==> src/rtl/qtq_pkg.sv <==
package qtq_pkg;

  typedef enum logic [1:0] {
    REF_NONE = 2'd0,
    REF_FWD  = 2'd1,
    REF_REV  = 2'd2
  } rot_ref_e;

  // Gray position of the {I,Q} pair on the rotation circle
  function automatic logic [1:0] iq_to_phase(input logic [1:0] iq);
    logic [1:0] ph;
    case (iq)
      2'b00:   ph = 2'd0;
      2'b01:   ph = 2'd1;
      2'b11:   ph = 2'd2;
      default: ph = 2'd3;
    endcase
    return ph;
  endfunction

endpackage

==> src/rtl/qtq_rst_sync.sv <==
module qtq_rst_sync #(
  parameter int STAGES = 2
) (
  input  logic clk,
  input  logic rst_n,
  output logic rst_sync_n
);

  logic [STAGES-1:0] shift_q;
  logic [STAGES-1:0] shift_d;

  always_comb begin
    shift_d = {shift_q[STAGES-2:0], 1'b1};
  end

  always_ff @(posedge clk or negedge rst_n) begin
    if (!rst_n) begin
      shift_q <= '0;
    end else begin
      shift_q <= shift_d;
    end
  end

  assign rst_sync_n = shift_q[STAGES-1];

endmodule

==> src/rtl/qtq_bit_sync.sv <==
module qtq_bit_sync #(
  parameter int WIDTH  = 2,
  parameter int STAGES = 2
) (
  input  logic             clk,
  input  logic             rst_n,
  input  logic [WIDTH-1:0] d_async,
  output logic [WIDTH-1:0] d_sync
);

  for (genvar b = 0; b < WIDTH; b++) begin : g_bit
    logic [STAGES-1:0] chain_q;
    logic [STAGES-1:0] chain_d;

    always_comb begin
      chain_d = {chain_q[STAGES-2:0], d_async[b]};
    end

    always_ff @(posedge clk or negedge rst_n) begin
      if (!rst_n) begin
        chain_q <= '0;
      end else begin
        chain_q <= chain_d;
      end
    end

    assign d_sync[b] = chain_q[STAGES-1];
  end

endmodule

==> src/rtl/qtq_step_classify.sv <==
module qtq_step_classify
  import qtq_pkg::*;
(
  input  logic       clk,
  input  logic       rst_n,
  input  logic [1:0] iq_now,
  output logic       step_good,
  output logic       step_bad
);

  logic [1:0] prev_ph_q;
  logic [1:0] prev_ph_d;
  rot_ref_e   ref_q;
  rot_ref_e   ref_d;
  logic [1:0] cur_ph;
  logic [1:0] delta;
  logic       is_fwd;
  logic       is_rev;
  logic       is_jump;

  always_comb begin
    cur_ph  = iq_to_phase(iq_now);
    delta   = cur_ph - prev_ph_q;
    is_fwd  = (delta == 2'd1);
    is_rev  = (delta == 2'd3);
    is_jump = (delta == 2'd2);
  end

  always_comb begin
    step_good = (is_fwd && (ref_q != REF_REV)) ||
                (is_rev && (ref_q != REF_FWD));
    step_bad  = is_jump ||
                (is_fwd && (ref_q == REF_REV)) ||
                (is_rev && (ref_q == REF_FWD));
  end

  always_comb begin
    prev_ph_d = cur_ph;
    ref_d     = ref_q;
    if (is_fwd) begin
      ref_d = REF_FWD;
    end else if (is_rev) begin
      ref_d = REF_REV;
    end else if (is_jump) begin
      ref_d = REF_NONE;
    end
  end

  always_ff @(posedge clk or negedge rst_n) begin
    if (!rst_n) begin
      prev_ph_q <= 2'd0;
      ref_q     <= REF_NONE;
    end else begin
      prev_ph_q <= prev_ph_d;
      ref_q     <= ref_d;
    end
  end

endmodule

==> src/rtl/qtq_run_counter.sv <==
module qtq_run_counter #(
  parameter int CNT_W = 4
) (
  input  logic             clk,
  input  logic             rst_n,
  input  logic             step_good,
  input  logic             step_bad,
  input  logic             bit_tick,
  output logic [CNT_W-1:0] run_cnt
);

  localparam logic [CNT_W-1:0] CNT_MAX = {CNT_W{1'b1}};
  localparam logic [CNT_W-1:0] CNT_ONE = CNT_W'(1);

  logic [CNT_W-1:0] cnt_q;
  logic [CNT_W-1:0] cnt_d;
  logic             cnt_en;

  always_comb begin
    cnt_en = bit_tick || step_good || step_bad;
    cnt_d  = cnt_q;
    if (bit_tick) begin
      cnt_d = step_good ? CNT_ONE : '0;
    end else if (step_bad) begin
      cnt_d = '0;
    end else if (step_good && (cnt_q != CNT_MAX)) begin
      cnt_d = cnt_q + CNT_ONE;
    end
  end

  always_ff @(posedge clk or negedge rst_n) begin
    if (!rst_n) begin
      cnt_q <= '0;
    end else if (cnt_en) begin
      cnt_q <= cnt_d;
    end
  end

  assign run_cnt = cnt_q;

endmodule

==> src/rtl/qtq_detector.sv <==
module qtq_detector #(
  parameter int CNT_W       = 4,
  parameter int SYNC_STAGES = 2,
  parameter int RST_STAGES  = 2
) (
  input  logic             clk,
  input  logic             rst_n,
  input  logic             i_raw,
  input  logic             q_raw,
  input  logic             bit_tick,
  input  logic [CNT_W-1:0] thresh,
  output logic             quality_good
);

  logic             rst_sync_n;
  logic [1:0]       iq_sync;
  logic             step_good;
  logic             step_bad;
  logic [CNT_W-1:0] run_cnt;
  logic             flag_q;
  logic             flag_d;

  qtq_rst_sync #(.STAGES(RST_STAGES)) u_rst_sync (
    .clk        (clk),
    .rst_n      (rst_n),
    .rst_sync_n (rst_sync_n)
  );

  qtq_bit_sync #(.WIDTH(2), .STAGES(SYNC_STAGES)) u_iq_sync (
    .clk     (clk),
    .rst_n   (rst_sync_n),
    .d_async ({i_raw, q_raw}),
    .d_sync  (iq_sync)
  );

  qtq_step_classify u_classify (
    .clk       (clk),
    .rst_n     (rst_sync_n),
    .iq_now    (iq_sync),
    .step_good (step_good),
    .step_bad  (step_bad)
  );

  qtq_run_counter #(.CNT_W(CNT_W)) u_run (
    .clk       (clk),
    .rst_n     (rst_sync_n),
    .step_good (step_good),
    .step_bad  (step_bad),
    .bit_tick  (bit_tick),
    .run_cnt   (run_cnt)
  );

  always_comb begin
    flag_d = (run_cnt >= thresh);
  end

  always_ff @(posedge clk or negedge rst_sync_n) begin
    if (!rst_sync_n) begin
      flag_q <= 1'b0;
    end else if (bit_tick) begin
      flag_q <= flag_d;
    end
  end

  assign quality_good = flag_q;

endmodule

==> config.mk <==
export PLATFORM = sky130hd
export DESIGN_NAME = qtq_detector
export DESIGN_NICKNAME = d
export VERILOG_FILES = /design/src/rtl/qtq_pkg.sv /design/src/rtl/qtq_rst_sync.sv /design/src/rtl/qtq_bit_sync.sv /design/src/rtl/qtq_step_classify.sv /design/src/rtl/qtq_run_counter.sv /design/src/rtl/qtq_detector.sv
export SDC_FILE = /design/constraint.sdc
export NUM_CORES = 1
export LEC_CHECK = 0
export BUFFER_PORTS_ARGS = -buffer_cell sky130_fd_sc_hd__buf_2
export CORE_MARGIN = 2
export CORE_UTILIZATION = 25
export CTS_BUF_LIST = sky130_fd_sc_hd__clkbuf_8
export CTS_CLUSTER_DIAMETER = 150
export DETAILED_ROUTE_END_ITERATION = 8
export SETUP_SLACK_MARGIN = 0.05
export SLEW_MARGIN = 20
export SYNTH_ARGS = -nofsm -noshare
export SYNTH_HDL_FRONTEND = slang
export SYNTH_SLANG_ARGS = --single-unit
==> constraint.sdc <==
create_clock -name clk -period 0.8 [get_ports clk]
set_clock_uncertainty 0.05 [all_clocks]
set_input_delay 0.04 -clock clk [delete_from_list [all_inputs] [get_ports clk]]
set_output_delay 0.04 -clock clk [all_outputs]
set_load 0.02 [all_outputs]
-- Word level (Yosys, flattened, before mapping)
Cells that the tools add are included.
- flip-flop bits (word level): 15
- bits in latches: 0
- bits in writable memories: 0
- memory bits (read-only): 0
- bits of input ports: 9
- output and inout bits: 1
- word-level logic and storage cells: 42
- memories kept: 0
- $add $sub $neg: 2
- multiply operators: 0
- div/mod/pow operators: 0
- magnitude comparators: 1
- equality and inequality tests: 10
- shift-type cells: 0
- multiplexer cells: 8
- bitwise operators: 0
- reduce and logical (&&, ||, !) cells: 14
- operators with widths (cell ; number):
    4-bit 2-to-1 mux ; 3
    2-bit == test (second input constant) ; 4
    2-bit by 1-bit == test with 1-bit output (second input constant) ; 3
    2-bit 2-to-1 mux ; 3
    2-bit case mux with 3 select lines ; 1
    3-bit nonzero test ; 2
    1-bit logical AND ; 5
    1-bit logical OR ; 5
    4-bit by 1-bit adder with 4-bit output (second input constant) ; 1
    4-bit greater-or-equal comparator ; 1
    4-bit inequality test (second input constant) ; 1
    2-bit zero test ; 1
    2-bit by 1-bit inequality test with 1-bit output (second input constant) ; 1
    2-bit inequality test (second input constant) ; 1
    2-bit AND reduction ; 1
    2-bit subtractor ; 1
    1-bit 2-to-1 mux ; 1

-- Longest topological paths before layout
- depth after elaboration: 10
- mapped depth: 8
- gate-level depth less buffers: 8

-- Hierarchy
A second synthesis with hierarchy kept.
- cell total of the unflattened synthesis: 69
- area, all modules: 759.5 µm²
- by module, submodules not included (module ; instances ; cells an instance ; area each (µm²)):
    qtq_step_classify ; 1 ; 24 ; 236.5
    qtq_run_counter ; 1 ; 22 ; 231.5
    qtq_detector ; 1 ; 14 ; 122.6
    qtq_bit_sync ; 1 ; 6 ; 115.1
    qtq_rst_sync ; 1 ; 3 ; 53.8

-- Worst setup path before layout
OpenSTA, ideal clock, no wires.
- kind: flip-flop to flip-flop
- start point: register u_iq_sync.g_bit[0].chain_q[1]
- end point: register u_run.cnt_q[0], in the netlist u_run.run_cnt[0]
- library setup time: 86 ps
- arrival time: 2104 ps
- required time: 664 ps
- path slack: -1440 ps
- cell stages (with the launch flop): 9
- clock period less this slack: 2240 ps
- cell sequence: dfrtp_1 > inv_1 > ha_1 > ha_1 > xnor2_2 > xor2_2 > mux2_2 > a31o_2 > a32oi_1
- longest elaborated chain between the ends: 9
- elaborated cells between the ends (all ways): 23
- classes of those cells: 1 x add/sub; 5 x eq/ne; 4 x mux; 13 x reduce/logical
- RTL lines (item ; RTL line ; RTL):
    from (decl) ; qtq_bit_sync.sv:12 ; logic [STAGES-1:0] chain_q;
    from (signal assigned) ; qtq_bit_sync.sv:23 ; chain_q <= chain_d;
    2-bit == test, or another cell as far along ; qtq_pkg.sv:12 ; case (iq)
    2-bit case mux with 3 select lines (*) ; qtq_pkg.sv:12 ;
    2-bit subtractor (*) ; qtq_step_classify.sv:23 ; delta = cur_ph - prev_ph_q;
    2-bit by 1-bit == test with 1-bit output or 2-bit == test (tied branches) ; qtq_step_classify.sv:24, qtq_step_classify.sv:25 ;
    1-bit logical AND, on equally long branches ; qtq_step_classify.sv:30, qtq_step_classify.sv:31, qtq_step_classify.sv:33 ;
    1-bit logical OR, on equally long branches ; qtq_step_classify.sv:30, qtq_step_classify.sv:32 ;
    1-bit logical AND, or another cell as far along ; qtq_run_counter.sv:26 ; end else if (step_good && (cnt_q != CNT_MAX)) begin
    3-bit nonzero test (no source line), or another cell as far along ; -- ;
    2-bit AND reduction (no source line) or 4-bit 2-to-1 mux (tied branches) ; -- ;
    to (signal assigned) ; qtq_run_counter.sv:35 ; cnt_q <= cnt_d;
    to (decl) ; qtq_run_counter.sv:15 ; logic [CNT_W-1:0] cnt_q;
Mark *: on every way between the ends. The rest lies on a longest branch, timed or not.
A chain may end at the register's enable or synchronous reset.

-- Final worst setup path
Ends and elaborated chain as after synthesis.

==> summary.md <==
| Metric | Value |
|---|---|
| Status | `complete, but fails checks` |
| Failing checks | `setup timing` |
| Pint | `2.07 mW` |
| Net Sw Frac | `0.306` |
| Critical path required time | `910 ps` |
| WP depth | `9` |
| Final Power | `2.98 mW` |
| Final Critical Period | `2160 ps` |
| CP max-delay cell | `dfrtp_1` |
| Share of cells above drive strength 1 | `0.556` |
| IO Pins | `10` |
| CTS root buf | `clkbuf_8` |
| Clock power frac | `0.198` |
| Sw Pwr | `0.911 mW` |
| Number of distinct library cells after synthesis | `26` |
| Initial core utilization | `0.261` |
| CP cell instances | `inv_2 -> ha_4 -> ha_4 -> xnor2_4 -> buf_4 -> mux2i_2 -> a221o_2 -> a31o_2 -> a32oi_1` |
| Post-synth EDFFs | `0` |
| CP endpoint kind | `register` |
| Pin count of the biggest net entering global routing | `14` |
| Final setup viols | `10` |
| Vias in the first global route | `721` |
| Num rows | `20` |
| WL final | `1.79 mm` |
| Leak Pwr | `0.658 nW` |
| Num CTS Buffers | `3` |
| Cell area after synthesis | `798 um2` |
| Initial antenna violation count | `0` |
| Drt pass-1 iters | `4` |
| Total GRT Usage | `0.110` |
| Most common cell in the synthesized netlist | `dfrtp_1` |
| Highest net fanout along the worst path | `3` |
| Reg clk slew, reported paths | `60 ps` |
| Sequential fraction of the synthesis area | `0.470` |
| Crit-path most repeated cell | `ha_4` |
| Power per cell area | `2220 nW/um2` |
| Slew Limit Fails | `0` |
| Die X | `60.5 um` |
| Port buffer count | `9` |
| HP Class | `input pin to asynchronous set/reset pin` |
| Max cap viols | `0` |
| Die Area | `3660 um2` |
| Max Freq | `463 MHz` |
| Vias | `686` |
| Die H | `60.5 um` |
| Routed WL per cell | `11.1 um` |
| # diodes | `0` |
| Syn. warnings | `0` |
| Critical path arrival | `2270 ps` |
| Largest cells by area after synthesis | `dfrtp_1, ha_1, mux2i_1` |
| Commonest cells in the netlist | `dfrtp_1, ha_1, inv_1` |
| Combinational power share | `0.488` |
| Top cell type's share of synthesized area | `0.470` |
| Residual DRC count | `0` |
| Post-synth top flop | `dfrtp_1` |
| R2R cell count | `9` |
| Sequential Power Share | `0.314` |
| Core area | `3050 um2` |
| Period utilisation layout | `2.70` |
| Crit path buffers/inverters | `2` |
| Cells after Synth | `71` |
| Kind of critical path | `register to register` |
| Syn Nets | `88` |
| Seq cells post-synth | `15` |
| Nets | `135` |
| Final setup TNS | `-8510 ps` |
| Initial drt markers | `4` |
| Area growth syn-to-layout | `68.3%` |
| Drt via density | `4.26` |
| Cell taking the most area after synthesis | `dfrtp_1` |
| H-Tree Depth | `1` |
| RSZ-0062 raised after global routing | `true` |
| Clock buffer depth | `2` |
| Final core occ | `0.440` |
| Final ANT Viol Nets | `0` |
| GP Congestion | `0.760` |
| Grt ovf | `0` |
| Reg2reg setup slack | `-1360 ps` |
| CTS tree | `done` |
| Clock sinks | `15` |
| Final worst slack | `-1360 ps` |
| Worst path top cell family by delay | `compound AO/OA/AOI/OAI gates` |
| Final HPWL DP | `1.25 mm` |
| Avg Inst Size Synth | `11.2 um2` |
| Hold Fails Final Rpt | `0` |
| Slowest stage delay, CP | `390 ps` |
| Clock Latency Late Sink | `240 ps` |
| Critical Path Start Type | `register` |
| First-pass GRT wire length | `2.96 mm` |
| Peak supply drop | `1.45 mV` |
| Async SR Flop Fraction | `1.00` |
| Hold WS | `51.6 ps` |
==> cells by family after synthesis <==
logic type | count (synthesis) | synth area share
AO/OA/AOI/OAI | 14 | 0.122
XOR/XNOR | 2 | 0.0408
adder cells (fa/ha/maj) | 8 | 0.125
buffers and inverters | 8 | 0.0376
flip-flops | 15 | 0.470
multiplexers | 5 | 0.0658
other | 1 | 0.00470
AND/OR/NAND/NOR | 18 | 0.133
==> repair_timing <==
action	in CTS	in global routing
cloned	0	0
endpoints found under the hold margin	4	0
setup buffers	5	2
pin swaps	4	1
setup endpoints to repair	10	10
hold buffers	3	0
gates resized for setup	16	11
==> layer usage <==
| layer | track usage | wire length (um) | share of wire |
|---|---|---|---|
| met1 | 0.134 | 776 | 0.43 |
| met2 | 0.183 | 931 | 0.52 |
| met5 | 0 | 0 | 0 |
| met3 | 0.0256 | 52 | 0.029 |
| met4 | 0.0559 | 34 | 0.019 |
==> power by group through the flow <==
stage / logic, mW / clock network, mW / registers [mW]
after floorplan: 0.514 / 0 / 0.949
after global placement: 1.02 / 0 / 0.932
after detailed placement: 1.04 / 0 / 0.940
after CTS: 1.29 / 0.599 / 0.935
after global routing: 1.59 / 0.637 / 0.950
final: 1.45 / 0.589 / 0.936
==> worst register-to-register path: stages, from the launching register on <==
cell     delay [ps]
dfrtp_1         390
inv_2            80
ha_4            210
ha_4            170
xnor2_4         140
buf_4           150
mux2i_2         170
a221o_2         370
a31o_2          210
a32oi_1         140
==> cells in the final DEF (no fill, tap or decap), types with 3 or more instances in the layout <==
master and n:
buf_4 24, dfrtp_1 15, buf_2 8, buf_6 7
inv_1 6, a21oi_2 4, ha_1 4, ha_4 4
inv_2 3, nand2_1 3, nand2b_1 3, nor2_1 3
clkbuf_8 3, dlygate4sd3_1 3
==> registers in the layout (all words and copies together) (netlist names) <==
register,cells
u_iq_sync.g_bit.chain_q,4
quality_good,1
u_rst_sync.shift_q,2
u_run.run_cnt,4
u_classify.prev_ph_q,2
u_classify.ref_q,2
==> per-stage QoR <==
stage | std cells | setup WS, ps | instance area (um2)
floorplan | 71 | -1390 | 805
finish | 161 | -1360 | 1340
global placement | 147 | -1370 | 1080
global route | 161 | -1430 | 1340
CTS | 159 | -1310 | 1280
detailed placement | 147 | -1460 | 1080
==> worst paths after layout <==
path                                               start               endpoint
setup / recovery           u_iq_sync.g_bit[0].chain_q[1]       u_run.run_cnt[0]
hold / removal                                     rst_n  u_rst_sync.shift_q[1]
setup reg to reg           u_iq_sync.g_bit[0].chain_q[1]       u_run.run_cnt[0]
hold reg to reg                    u_rst_sync.shift_q[1]       u_run.run_cnt[2]
max in group asynchronous          u_rst_sync.shift_q[1]    u_classify.ref_q[1]
min in group clk                                bit_tick           quality_good
==> final cells by class <==
type                    instances  area, um2
clock inverters                 1       3.75
repair buffers                 42        329
clock buffers                   3       41.3
flip-flops and latches         15        375
inverters                       8       30.0
well taps                      44       55.1
fillers                       306       1710
multi-input cells              48        509
No activity file was read; power rests on OpenSTA's default activity.
